--- src/rtl/alu8_pkg.sv ---
package alu8_pkg;
  localparam int DW  = 8;
  localparam int NW  = DW / 2;
  localparam int OPW = 5;
  localparam int BSW = $clog2(DW);

  typedef enum logic [OPW-1:0] {
    OP_ADD  = 5'd0,  OP_ADC  = 5'd1,  OP_SUB  = 5'd2,  OP_SBC  = 5'd3,
    OP_AND  = 5'd4,  OP_XOR  = 5'd5,  OP_OR   = 5'd6,  OP_CMP  = 5'd7,
    OP_INC  = 5'd8,  OP_DEC  = 5'd9,  OP_DAA  = 5'd10, OP_CPL  = 5'd11,
    OP_SCF  = 5'd12, OP_CCF  = 5'd13,
    OP_RLCA = 5'd14, OP_RLA  = 5'd15, OP_RRCA = 5'd16, OP_RRA  = 5'd17,
    OP_RLC  = 5'd18, OP_RL   = 5'd19, OP_RRC  = 5'd20, OP_RR   = 5'd21,
    OP_SLA  = 5'd22, OP_SRA  = 5'd23, OP_SRL  = 5'd24, OP_SWAP = 5'd25,
    OP_BIT  = 5'd26, OP_SET  = 5'd27, OP_RES  = 5'd28
  } alu_op_e;

  typedef struct packed {
    logic z;
    logic n;
    logic h;
    logic c;
  } flag_t;
endpackage

--- src/rtl/alu8_arith.sv ---
module alu8_arith
  import alu8_pkg::*;
(
  input  alu_op_e       op_i,
  input  logic [DW-1:0] a_i,
  input  logic [DW-1:0] b_i,
  input  flag_t         f_i,
  output logic [DW-1:0] r_o,
  output flag_t         f_o,
  output logic          sel_o
);
  logic [DW-1:0] x, y, yy, sum;
  logic [NW-1:0] lo, hi;
  logic          sub, ci, cc, hc, c8, keep_c;

  always_comb begin
    x      = a_i;
    y      = b_i;
    sub    = 1'b0;
    ci     = 1'b0;
    keep_c = 1'b0;
    sel_o  = 1'b1;
    unique case (op_i)
      OP_ADD: ;
      OP_ADC: ci = f_i.c;
      OP_SUB: sub = 1'b1;
      OP_SBC: begin sub = 1'b1; ci = f_i.c; end
      OP_CMP: sub = 1'b1;
      OP_INC: begin x = b_i; y = DW'(1); keep_c = 1'b1; end
      OP_DEC: begin x = b_i; y = DW'(1); keep_c = 1'b1; sub = 1'b1; end
      default: sel_o = 1'b0;
    endcase
  end

  // One adder split at the nibble boundary; subtraction via inverted operand.
  always_comb begin
    yy        = sub ? ~y : y;
    cc        = ci ^ sub;
    {hc, lo}  = {1'b0, x[NW-1:0]} + {1'b0, yy[NW-1:0]} + {{NW{1'b0}}, cc};
    {c8, hi}  = {1'b0, x[DW-1:NW]} + {1'b0, yy[DW-1:NW]} + {{NW{1'b0}}, hc};
    sum       = {hi, lo};
    f_o.z     = (sum == '0);
    f_o.n     = sub;
    f_o.h     = hc ^ sub;
    f_o.c     = keep_c ? f_i.c : (c8 ^ sub);
    r_o       = (op_i == OP_CMP) ? a_i : sum;
  end
endmodule

--- src/rtl/alu8_bcd.sv ---
module alu8_bcd
  import alu8_pkg::*;
(
  input  logic [DW-1:0] a_i,
  input  flag_t         f_i,
  output logic [DW-1:0] r_o,
  output flag_t         f_o
);
  localparam logic [DW-1:0] LoFix = DW'(8'h06);
  localparam logic [DW-1:0] HiFix = DW'(8'h60);
  localparam logic [DW-1:0] BcdMax = DW'(8'h99);
  localparam logic [NW-1:0] DigMax = NW'(9);

  logic [DW-1:0] corr;
  logic          c_new;

  always_comb begin
    corr  = '0;
    c_new = f_i.c;
    if (!f_i.n) begin
      if (f_i.h || (a_i[NW-1:0] > DigMax)) corr = corr | LoFix;
      if (f_i.c || (a_i > BcdMax)) begin
        corr  = corr | HiFix;
        c_new = 1'b1;
      end
      r_o = a_i + corr;
    end else begin
      if (f_i.h) corr = corr | LoFix;
      if (f_i.c) corr = corr | HiFix;
      r_o = a_i - corr;
    end
    f_o.z = (r_o == '0);
    f_o.n = f_i.n;
    f_o.h = 1'b0;
    f_o.c = c_new;
  end
endmodule

--- src/rtl/alu8_logic.sv ---
module alu8_logic
  import alu8_pkg::*;
(
  input  alu_op_e       op_i,
  input  logic [DW-1:0] a_i,
  input  logic [DW-1:0] b_i,
  input  flag_t         f_i,
  output logic [DW-1:0] r_o,
  output flag_t         f_o,
  output logic          sel_o
);
  always_comb begin
    sel_o = 1'b1;
    r_o   = a_i;
    f_o   = f_i;
    unique case (op_i)
      OP_AND: begin r_o = a_i & b_i; f_o = '{z: (r_o == '0), n: 1'b0, h: 1'b1, c: 1'b0}; end
      OP_OR:  begin r_o = a_i | b_i; f_o = '{z: (r_o == '0), n: 1'b0, h: 1'b0, c: 1'b0}; end
      OP_XOR: begin r_o = a_i ^ b_i; f_o = '{z: (r_o == '0), n: 1'b0, h: 1'b0, c: 1'b0}; end
      OP_CPL: begin r_o = ~a_i; f_o.n = 1'b1; f_o.h = 1'b1; end
      OP_SCF: begin f_o.n = 1'b0; f_o.h = 1'b0; f_o.c = 1'b1; end
      OP_CCF: begin f_o.n = 1'b0; f_o.h = 1'b0; f_o.c = ~f_i.c; end
      default: sel_o = 1'b0;
    endcase
  end
endmodule

--- src/rtl/alu8_shift.sv ---
module alu8_shift
  import alu8_pkg::*;
(
  input  alu_op_e        op_i,
  input  logic [DW-1:0]  a_i,
  input  logic [DW-1:0]  b_i,
  input  logic [BSW-1:0] bit_sel_i,
  input  flag_t          f_i,
  output logic [DW-1:0]  r_o,
  output flag_t          f_o,
  output logic           sel_o
);
  logic [DW-1:0] mask, src;
  logic          acc_form;

  // One-hot bit mask for test/set/clear.
  for (genvar g = 0; g < DW; g++) begin : g_mask
    assign mask[g] = (bit_sel_i == BSW'(g));
  end

  assign acc_form = (op_i == OP_RLCA) || (op_i == OP_RLA) ||
                    (op_i == OP_RRCA) || (op_i == OP_RRA);
  assign src      = acc_form ? a_i : b_i;

  always_comb begin
    sel_o = 1'b1;
    r_o   = src;
    f_o   = f_i;
    unique case (op_i)
      OP_RLCA, OP_RLC: begin r_o = {src[DW-2:0], src[DW-1]}; f_o.c = src[DW-1]; end
      OP_RLA,  OP_RL:  begin r_o = {src[DW-2:0], f_i.c};     f_o.c = src[DW-1]; end
      OP_RRCA, OP_RRC: begin r_o = {src[0], src[DW-1:1]};    f_o.c = src[0];    end
      OP_RRA,  OP_RR:  begin r_o = {f_i.c, src[DW-1:1]};     f_o.c = src[0];    end
      OP_SLA:          begin r_o = {src[DW-2:0], 1'b0};      f_o.c = src[DW-1]; end
      OP_SRA:          begin r_o = {src[DW-1], src[DW-1:1]}; f_o.c = src[0];    end
      OP_SRL:          begin r_o = {1'b0, src[DW-1:1]};      f_o.c = src[0];    end
      OP_SWAP:         begin r_o = {src[NW-1:0], src[DW-1:NW]}; f_o.c = 1'b0;   end
      OP_BIT:          begin f_o.z = ~|(src & mask); f_o.n = 1'b0; f_o.h = 1'b1; end
      OP_SET:          r_o = src | mask;
      OP_RES:          r_o = src & ~mask;
      default:         sel_o = 1'b0;
    endcase
    if (sel_o && (op_i != OP_BIT) && (op_i != OP_SET) && (op_i != OP_RES)) begin
      f_o.n = 1'b0;
      f_o.h = 1'b0;
      f_o.z = acc_form ? 1'b0 : (r_o == '0);
    end
  end
endmodule

--- src/rtl/alu8_flags_unit.sv ---
module alu8_flags_unit
  import alu8_pkg::*;
(
  input  logic           clk_i,
  input  logic           rst_ni,
  input  logic           in_valid_i,
  input  logic [OPW-1:0] op_i,
  input  logic [DW-1:0]  acc_i,
  input  logic [DW-1:0]  opnd_i,
  input  logic [DW-1:0]  flags_i,
  input  logic [BSW-1:0] bit_sel_i,
  output logic           out_valid_o,
  output logic [DW-1:0]  result_o,
  output logic [DW-1:0]  flags_o
);
  localparam int LowW = DW - 4;

  // Reset: asserted asynchronously, released after two clock edges.
  logic [1:0] rst_pipe_q;
  logic       rst_sync_n;

  always_ff @(posedge clk_i or negedge rst_ni) begin
    if (!rst_ni) rst_pipe_q <= 2'b00;
    else         rst_pipe_q <= {rst_pipe_q[0], 1'b1};
  end
  assign rst_sync_n = rst_pipe_q[1];

  alu_op_e       op;
  flag_t         f_in;
  logic          unused_flag_lo;

  assign op             = alu_op_e'(op_i);
  assign f_in           = flag_t'(flags_i[DW-1:LowW]);
  assign unused_flag_lo = ^flags_i[LowW-1:0];

  logic [DW-1:0] ar_r, bc_r, lg_r, sh_r;
  flag_t         ar_f, bc_f, lg_f, sh_f;
  logic          ar_sel, lg_sel, sh_sel;

  alu8_arith u_arith (
    .op_i(op), .a_i(acc_i), .b_i(opnd_i), .f_i(f_in),
    .r_o(ar_r), .f_o(ar_f), .sel_o(ar_sel)
  );

  alu8_bcd u_bcd (
    .a_i(acc_i), .f_i(f_in), .r_o(bc_r), .f_o(bc_f)
  );

  alu8_logic u_logic (
    .op_i(op), .a_i(acc_i), .b_i(opnd_i), .f_i(f_in),
    .r_o(lg_r), .f_o(lg_f), .sel_o(lg_sel)
  );

  alu8_shift u_shift (
    .op_i(op), .a_i(acc_i), .b_i(opnd_i), .bit_sel_i(bit_sel_i), .f_i(f_in),
    .r_o(sh_r), .f_o(sh_f), .sel_o(sh_sel)
  );

  logic [DW-1:0] op_r;
  flag_t         op_f;

  always_comb begin
    op_r = acc_i;
    op_f = f_in;
    if (ar_sel) begin
      op_r = ar_r; op_f = ar_f;
    end else if (op == OP_DAA) begin
      op_r = bc_r; op_f = bc_f;
    end else if (lg_sel) begin
      op_r = lg_r; op_f = lg_f;
    end else if (sh_sel) begin
      op_r = sh_r; op_f = sh_f;
    end
  end

  // Next-state and register processes.
  logic          vld_q, vld_d;
  logic [DW-1:0] res_q, res_d;
  flag_t         flg_q, flg_d;

  always_comb begin
    vld_d = in_valid_i;
    res_d = res_q;
    flg_d = flg_q;
    if (in_valid_i) begin
      res_d = op_r;
      flg_d = op_f;
    end
  end

  always_ff @(posedge clk_i or negedge rst_sync_n) begin
    if (!rst_sync_n) begin
      vld_q <= 1'b0;
      res_q <= '0;
      flg_q <= '0;
    end else begin
      vld_q <= vld_d;
      res_q <= res_d;
      flg_q <= flg_d;
    end
  end

  assign out_valid_o = vld_q;
  assign result_o    = res_q;
  assign flags_o     = {flg_q, {LowW{1'b0}}};
endmodule

--- config.mk ---
export PLATFORM = sky130hd
export DESIGN_NAME = alu8_flags_unit
export DESIGN_NICKNAME = d
export VERILOG_FILES = /design/src/rtl/alu8_pkg.sv /design/src/rtl/alu8_arith.sv /design/src/rtl/alu8_bcd.sv /design/src/rtl/alu8_logic.sv /design/src/rtl/alu8_shift.sv /design/src/rtl/alu8_flags_unit.sv
export SDC_FILE = /design/constraint.sdc
export NUM_CORES = 1
export LEC_CHECK = 0
export CAP_MARGIN = 20
export CORE_MARGIN = 5
export CORE_UTILIZATION = 40
export CTS_CLUSTER_SIZE = 14
export DETAILED_ROUTE_END_ITERATION = 7
export SLEW_MARGIN = 15
export SYNTH_ARGS = -nofsm -noshare
export SYNTH_HDL_FRONTEND = slang
export SYNTH_SLANG_ARGS = --single-unit
--- constraint.sdc ---
create_clock -name clk_i -period 0.93 [get_ports clk_i]
set_input_delay 0.186 -clock clk_i [delete_from_list [all_inputs] [get_ports clk_i]]
set_output_delay 0.186 -clock clk_i [all_outputs]
set_load 0.03 [all_outputs]
==> impl_metrics.toml, run 1 <==
[floorplan]
dieArea_um2 = 11900
core-area_um2 = 9640
fp.dieH_um = 109
initial_core_util_pct = 40.6
num_io_pins = 52
fp-row-count = 36
die_x_um = 109

[synth]
async_flop_share_pct = 100
synthFlopType = "dfrtp_1"
synthCells = 593
ys_seq_area_share_pct = 9.59
ys_seq_elements = 15
ys_types = 74
avgSynthCellArea_um2 = 6.60
synth_edf_count = 0
syn_area_um2 = 3910
ys_warn_count = 0

[sta]
finalSetupTns_ns = -22.92
fin_crit_sh_pct = 385
fin_skew_ns = 0.00214
slew_headroom_pct = 63.9
hold_ws_ns = 0.0943
fin_crit_ns = 3.58
hold_violations = 0
tightest_slew_ns = 0.536
fin_ws_ns = -2.65
setup_viol = 25
fmax_ghz = 0.279
rsz0062_at_grt = "true"
drv_slew = 0

[route]
ant_nets = 0
drc = 0
firstDrtPassIters = 6
dr.first_iter.drc_count = 436
vias_per_cell = 5.85
num_vias = 5706
wl_per_cell_um = 20.4
routed_wl_um = 19900

[layout]
synthToLayoutAreaGrowth_pct = 73.5
seqCellArea_um2 = 375
multi_input_area_um2 = 3590
nets = 914
fin_area_um2 = 6790
n_fill_cell = 854
final_cells = 976
fin_util_pct = 70.5
final_layout_size_suffix_gt1_share_pct = 42.8
final_common_cell = "buf_4"
diodes = 0
layout_common_cells = "buf_4, nand2_1, nor2_1"

[worst_setup_path]
reg2regPathDepth = 4
crit_path_max_fanout = 4
cpMaxStageDelayCell = "fa_2"
crit_family = "adder cells"
crit_type = "in2reg"
cp_data_required_time_ns = 1.09
cpPeakStageDelay_ns = 0.54
cp_common_cell = "fa_2"
cp.arrival_ns = 3.74
path_cells = "buf_2 -> inv_4 -> nand2_4 -> nand2_2 -> a21oi_4 -> a221oi_4 -> fa_2 -> inv_2 -> fa_2 -> nor2b_1 -> o21ai_1 -> nand2b_1 -> fa_2 -> inv_2 -> fa_2 -> nor4bb_1 -> nand3_1 -> o41ai_2 -> a31oi_1 -> a21o_1 -> o31ai_2"
cp.depth = 21
crit_path_end_kind = "flip-flop"
crit_buf_inv = 4
worst_setup_path_start_kind = "input port"

[place]
post_dp_cell_area_um2 = 6040
dp_hpwl_um = 15500
preCtsSetupSlack_ns = -3.49
gp_congestion = 1.03
portBuffers = 43
placed_cells = 947

[clocking]
cts_tree = "done"
cts_max_level = 1
clock_sinks = 15
clockBufferDepth = 2
clock_latency_ns = 0.25
cts_inserted_buffers = 3
hold_buffers = 0
clkTransAtPathRegs_ns = 0.06
clockRootBuffer = "clkbuf_8"

[grt]
grt_pass1_wl_um = 30000
grtUsageTotal_pct = 32.7
grt_pass1_vias = 5500
grt_max_degree = 37
overflow = 0
antenna_found_initial = 0

[power]
p_total_mw = 5.99
power-per-cell-area_nw_per_um2 = 882
max-vdd-ir-drop_uv = 636
leakage_nw = 3.14

[run_status]
violations = "setup timing"
status = "finished with violations"

[flow_run]
drv_cap = 0

[worst_hold_path]
hold_class = "in2async"
metal layers:
metal | share of wire (%) | vias up | global-route usage (%) | routed length, um
li1 | - | 2670 | - | -
met1 | 40 | 2674 | 41.8 | 8010
met2 | 47 | 291 | 55.5 | 9410
met3 | 7.6 | 71 | 4.50 | 1510
met4 | 5.0 | 0 | 12.8 | 996
met5 | 0 | - | 0 | 0
state kept, by name, indices dropped and copies added (netlist names):
signal       flops
flags_o          4
rst_pipe_q       2
result_o         8
out_valid_o      1
report_power, final:
part           internal, mW  switching, mW  leakage, nW
logic                  2.28           2.35         2.94
clock network         0.297          0.244       0.0255
registers             0.746         0.0665        0.176
total                  3.33           2.66         3.14
what timing repair did:
item	4_1_cts	5_1_grt
gates cloned	0	2
buffers inserted	13	12
pin swaps	30	34
setup endpoints to repair	25	25
gates resized for setup	109	62
final timing paths:
path | start | endpoint | slack [ns]
max | op_i[0] | flags_o[7] | -2.65
min | rst_ni | rst_pipe_q[1] | 0.09
max reg2reg | flags_o[7] | flags_o[7] | -0.44
min reg2reg | rst_pipe_q[1] | result_o[5] | 0.18
max in group asynchronous | rst_pipe_q[1] | flags_o[7] | 0.59
min in group clk_i | rst_pipe_q[0] | rst_pipe_q[1] | 0.37
area by class of cell:
cell class              count  share of cell area [%]
clock buffers               3                   0.608
clock inverters             1                  0.0737
inverters                  35                    2.04
multi-input cells         496                    52.9
flip-flops and latches     15                    5.53
well taps                 133                    2.45
repair buffers            293                    36.4
synthesized netlist by cell type (6+ instances only):
cell,instances,area (um^2)
a211oi_1,11,82.6
nand3_1,18,90.1
a22oi_1,6,45.0
nor3_1,9,45.0
ha_1,31,388
xnor2_1,7,61.3
a31oi_1,6,37.5
buf_2,8,40.0
o21ai_0,53,265
a21oi_1,66,330
nand2_1,64,240
nor2b_1,12,75.1
nor4_1,7,43.8
dfrtp_1,15,375
mux2i_1,8,80.1
o2bb2ai_1,6,52.6
o31ai_1,8,60.1
nand2b_1,8,50.1
nor2_1,63,236
o221ai_1,9,78.8
o22ai_1,11,68.8
clkbuf_1,34,128
inv_1,32,120
a21o_1,10,75.1
logic make-up (layout without fill, tap and decap cells):
kind of cell	count (synthesis)	count (layout)	share of synthesized area, %
other cells	2	5	0.192
flops	15	15	9.59
simple gates	214	214	26.5
buf+inv	85	332	9.56
compound gates	222	222	37.5
xor+xnor	12	12	2.69
fa+ha+maj	35	35	12.0
mux	8	8	2.05
(Power assumes the default switching activity.)
==> run 2, diff against run 1 <==
- CAP_MARGIN: 20 -> 5
- SYNTH_HIERARCHICAL: unset -> 1
==> impl_metrics.toml, run 2 <==
[worst_hold_path]
hold_class = "in2async"

[floorplan]
fp.dieH_um = 115
dieArea_um2 = 13300
core-area_um2 = 10900
num_io_pins = 52
fp-row-count = 38
initial_core_util_pct = 40.9
die_x_um = 115

[sta]
finalSetupTns_ns = -23.20
fin_skew_ns = 0.00353
hold_ws_ns = 0.0973
rsz0062_at_grt = "true"
drv_slew = 0
fmax_ghz = 0.302
fin_crit_sh_pct = 356
fin_ws_ns = -2.38
setup_viol = 25
hold_violations = 0
fin_crit_ns = 3.31

[worst_setup_path]
regToRegSetupSlack_ns = -0.08
worst_setup_path_start_kind = "input port"
crit_path_end_kind = "flip-flop"
reg2reg_from = "result_o[1]"
crit_path_max_fanout = 6
crit_type = "in2reg"
cp_data_required_time_ns = 1.05
r2r-end = "result_o[1]"
reg2regPathDepth = 3
cp.arrival_ns = 3.44

[synth]
avgSynthCellArea_um2 = 7.55
yosysMostFrequentCell = "nand2_1"
netlist.area_leader.share_pct = 8.72
async_flop_share_pct = 100
ys_types = 81
syn_area_um2 = 4450
yosys.area.top_type = "ha_1"
synth_edf_count = 0
ys_seq_elements = 15
ys_seq_area_share_pct = 8.44
synth_common_cells = "nand2_1, inv_1, nor2_1, ha_1, mux2i_1"
synthTopCellsByArea = "ha_1, dfrtp_1, nand2_1, mux2i_1, mux2_2"
ys_warn_count = 6
synthCells = 589
synthFlopType = "dfrtp_1"

[clocking]
clock_sinks = 15
cts_max_level = 1
clockRootBuffer = "clkbuf_8"
cts_inserted_buffers = 3
hold_buffers = 0
clockBufferDepth = 2
clock_latency_ns = 0.25
clkTransAtPathRegs_ns = 0.06
cts_tree = "done"

[run_status]
status = "finished with violations"
violations = "setup timing"

[power]
pwr-share-seq_pct = 13.0
p_sw_share_pct = 43.6
leakage_nw = 3.20
power-per-cell-area_nw_per_um2 = 922
comb_power_share_pct = 78.9
p_int_mw = 3.67
max-vdd-ir-drop_uv = 844
p_clk_share_pct = 8.2
p_total_mw = 6.51
p_sw_mw = 2.84

[layout]
fin_util_pct = 64.8
n_fill_cell = 895
layout_common_cells = "buf_4, nand2_1, nor2_1"
nets = 870
diodes = 0
largest_reg_flops = 8
synthToLayoutAreaGrowth_pct = 58.7
final_common_cell = "buf_4"
final_layout_size_suffix_gt1_share_pct = 43.2

[grt]
grt_pass1_wl_um = 29100
antenna_found_initial = 0
grt_max_degree = 26
grt_pass1_vias = 5512
grtUsageTotal_pct = 27.6
overflow = 0

[route]
dr.first_iter.drc_count = 598
firstDrtPassIters = 5
routed_wl_um = 18700
vias_per_cell = 5.93
num_vias = 5568
wl_per_cell_um = 19.9
drc = 0
ant_nets = 0

[place]
portBuffers = 43
preCtsSetupSlack_ns = -2.97
gp_congestion = 0.955
dp_hpwl_um = 14400

[flow_run]
drv_cap = 0
run 2: cell types whose count changed after synthesis, sizes merged, moves of 10 or more:
cell,before,now
mux2,0,18
nand2,65,80
buf,15,29
o21ai,54,28
mux2i,8,28
a211oi,11,1
a21oi,66,25
nor2,64,35
clkbuf,35,17
run 2: worst max path at each step:
stage | start | to | slack [ns] | cells after the start
after floorplan | op_i[4] | flags_o[7] | -2.43 | 20
after global placement | op_i[3] | flags_o[7] | -2.90 | 20
after detailed placement | op_i[3] | flags_o[4] | -2.97 | 21
after CTS | op_i[3] | flags_o[4] | -2.46 | 20
after global routing | op_i[3] | flags_o[4] | -2.51 | 21
final | op_i[0] | flags_o[4] | -2.38 | 20
run 2: through the flow:
step	cell area, um^2	std cells
after floorplan	4610	592
after global placement	6220	912
after detailed placement	6220	912
after CTS	6510	921
after global routing	7060	939
final	7060	939
run 2: power groups by stage:
stage | Clock, mW | Combinational (mW) | Sequential (mW)
finish | 0.533 | 5.13 | 0.843
global route | 0.592 | 5.45 | 0.855
detailed placement | 0 | 4.31 | 0.835
floorplan | 0 | 2.17 | 1.05
CTS | 0.536 | 4.60 | 0.843
global placement | 0 | 4.24 | 0.829
run 2: critical path, stage by stage:
cell	delay [ns]
buf_2	0.14
buf_6	0.14
a211o_1	0.26
a21o_1	0.19
a21oi_2	0.16
fa_2	0.24
inv_2	0.04
fa_2	0.34
nor2b_1	0.13
o21ai_1	0.08
nand2b_1	0.12
fa_2	0.23
inv_2	0.04
fa_2	0.34
nand2b_4	0.16
a21oi_4	0.15
xnor2_1	0.15
o21ai_1	0.09
a31oi_1	0.15
o221ai_2	0.10
run 2: cell type report:
class	instances	area [um^2]	share of cell area, %
tap	140	175	2.48
sequential	15	375	5.32
clock buffer	4	45.0	0.638
inverter	37	139	1.97
multi-input combinational	495	4200	59.4
timing repair buffer	248	2130	30.2
run 2: routing by layer:
metal  vias up  global-route usage (%)  part of all wire [%]
met5         -                       0                     0
met4         0                    6.03                   2.3
met3        33                    3.97                   8.7
met2       266                    44.6                    46
met1      2676                    39.1                    43
li1       2593                       -                     -
run 2: repair_timing:
item,CTS,global route
resized for setup,63,77
cloned,1,2
pin swaps,26,42
endpoints found under the setup margin,25,25
setup buffers,6,19
run 2: logic make-up (layout without fill, tap and decap cells):
logic type / Yosys count / in the layout / share of synthesized area, %
simple gates: 221 / 222 / 26.8
buf+inv: 83 / 289 / 9.70
fa+ha+maj: 36 / 36 / 10.7
xor+xnor: 20 / 20 / 3.94
compound gates: 164 / 164 / 28.8
flops: 15 / 15 / 8.44
other cells: 3 / 6 / 0.253
mux: 47 / 47 / 11.4
==> run 3, diff against run 2 <==
- CORE_UTILIZATION: 40 -> 31
==> impl_metrics.toml, run 3 (synthesized netlist as in run 2, its figures left out) <==
[clocking]
hold_buffers = 0
clock_sinks = 15
clock_latency_ns = 0.24
cts_max_level = 1
clkTransAtPathRegs_ns = 0.05
cts_inserted_buffers = 3
cts_tree = "done"
clockBufferDepth = 2
clockRootBuffer = "clkbuf_16"

[layout]
multi_input_area_um2 = 4130
final_layout_size_suffix_gt1_share_pct = 42.0
fin_area_um2 = 7140
n_fill_cell = 1278
synthToLayoutAreaGrowth_pct = 60.4
diodes = 0
nets = 861
fin_util_pct = 51.0
seqCellArea_um2 = 375
largest_reg_flops = 8
layout_common_cells = "buf_4, nand2_1, buf_6"
final_common_cell = "buf_4"
final_cells = 970

[floorplan]
die_x_um = 130
num_io_pins = 52
fp-row-count = 43
fp.dieH_um = 130
dieArea_um2 = 16800
core-area_um2 = 14000
initial_core_util_pct = 31.8

[sta]
drv_slew = 0
finalSetupTns_ns = -24.00
setup_viol = 25
fin_ws_ns = -2.38
hold_ws_ns = 0.105
rsz0062_at_grt = "true"
fin_skew_ns = 0.00149
fin_crit_ns = 3.31
fin_crit_sh_pct = 356
fmax_ghz = 0.302
hold_violations = 0

[place]
post_dp_cell_area_um2 = 6190
dp_hpwl_um = 14200
gp_congestion = 0.939
preCtsSetupSlack_ns = -3.00
portBuffers = 43
placed_cells = 941

[run_status]
status = "finished with violations"
violations = "setup timing"

[route]
ant_nets = 0
highest_layer = "met4"
drt-met1-wl_um = 7790
num_vias = 5546
routed_wl_um = 19100
dr.first_iter.drc_count = 545
met2_wirelength_um = 9210
wl_per_cell_um = 19.6
vias_per_cell = 5.72
wl_met3_um = 1430
firstDrtPassIters = 6
drc = 0

[worst_setup_path]
reg2reg_from = "result_o[0]"
reg2regPathDepth = 4
regToRegSetupSlack_ns = -0.11
crit_path_end_kind = "flip-flop"
cpMaxStageDelayCell = "or4b_4"
cpPeakStageDelay_ns = 0.58
worst_setup_path_start_kind = "input port"
crit_buf_inv = 3
crit_type = "in2reg"
cp.arrival_ns = 3.43
cp_common_cell = "fa_2"
cp.depth = 18
crit_family = "adder cells"
crit_path_max_fanout = 6
r2r-end = "result_o[0]"
path_cells = "buf_6 -> or4b_4 -> nand2_2 -> nand2_2 -> fa_2 -> inv_2 -> fa_2 -> nor2b_1 -> o21ai_1 -> nand2b_1 -> fa_2 -> buf_4 -> a21o_1 -> a21oi_2 -> xnor2_2 -> mux2_4 -> a31oi_4 -> o221ai_2"
critical_path.startpoint = "op_i[4]"
cp_data_required_time_ns = 1.05

[grt]
antenna_found_initial = 0
grt_pass1_wl_um = 29000
grt_pass1_vias = 5504
overflow = 0
grt_max_degree = 43
grtUsageTotal_pct = 21.7

[power]
power-per-cell-area_nw_per_um2 = 963
p_total_mw = 6.88
leakage_nw = 3.20
max-vdd-ir-drop_uv = 672

[worst_hold_path]
hold_class = "in2async"

[flow_run]
drv_cap = 0
==> run 3: how the worst max path moves through the flow <==
stage	to
2_1_floorplan	flags_o[7]
3_3_place_gp	flags_o[7]
3_5_place_dp	flags_o[4]
4_1_cts	flags_o[4]
5_1_grt	flags_o[7]
6_report	result_o[7]
==> run 3: final cells by class <==
type	count	area share [%]
multi-input cells	495	57.8
flip-flops and latches	15	5.26
clock buffers	3	1.05
repair buffers	239	30.7
clock inverters	1	0.0701
inverters	37	1.95
well taps	180	3.16
==> run 3: routing by layer <==
metal	track usage, %	vias up
li1	-	2583
met1	27.7	2681
met2	37.1	243
met3	3.56	39
met4	7.09	0
met5	0	-
==> run 3: where the power goes <==
group / internal, mW / switching [mW] / leakage [nW]
Clock: 0.575 / 0.275 / 0.0409
Combinational: 2.66 / 2.51 / 2.98
Sequential: 0.765 / 0.0910 / 0.184
Total: 4.00 / 2.88 / 3.20
==> run 3: what timing repair did <==
| action | CTS | global route |
|---|---|---|
| gates resized for setup | 100 | 57 |
| pin swaps | 33 | 33 |
| cloned | 3 | 0 |
| setup endpoints to repair | 25 | 25 |
| buffers inserted | 25 | 7 |
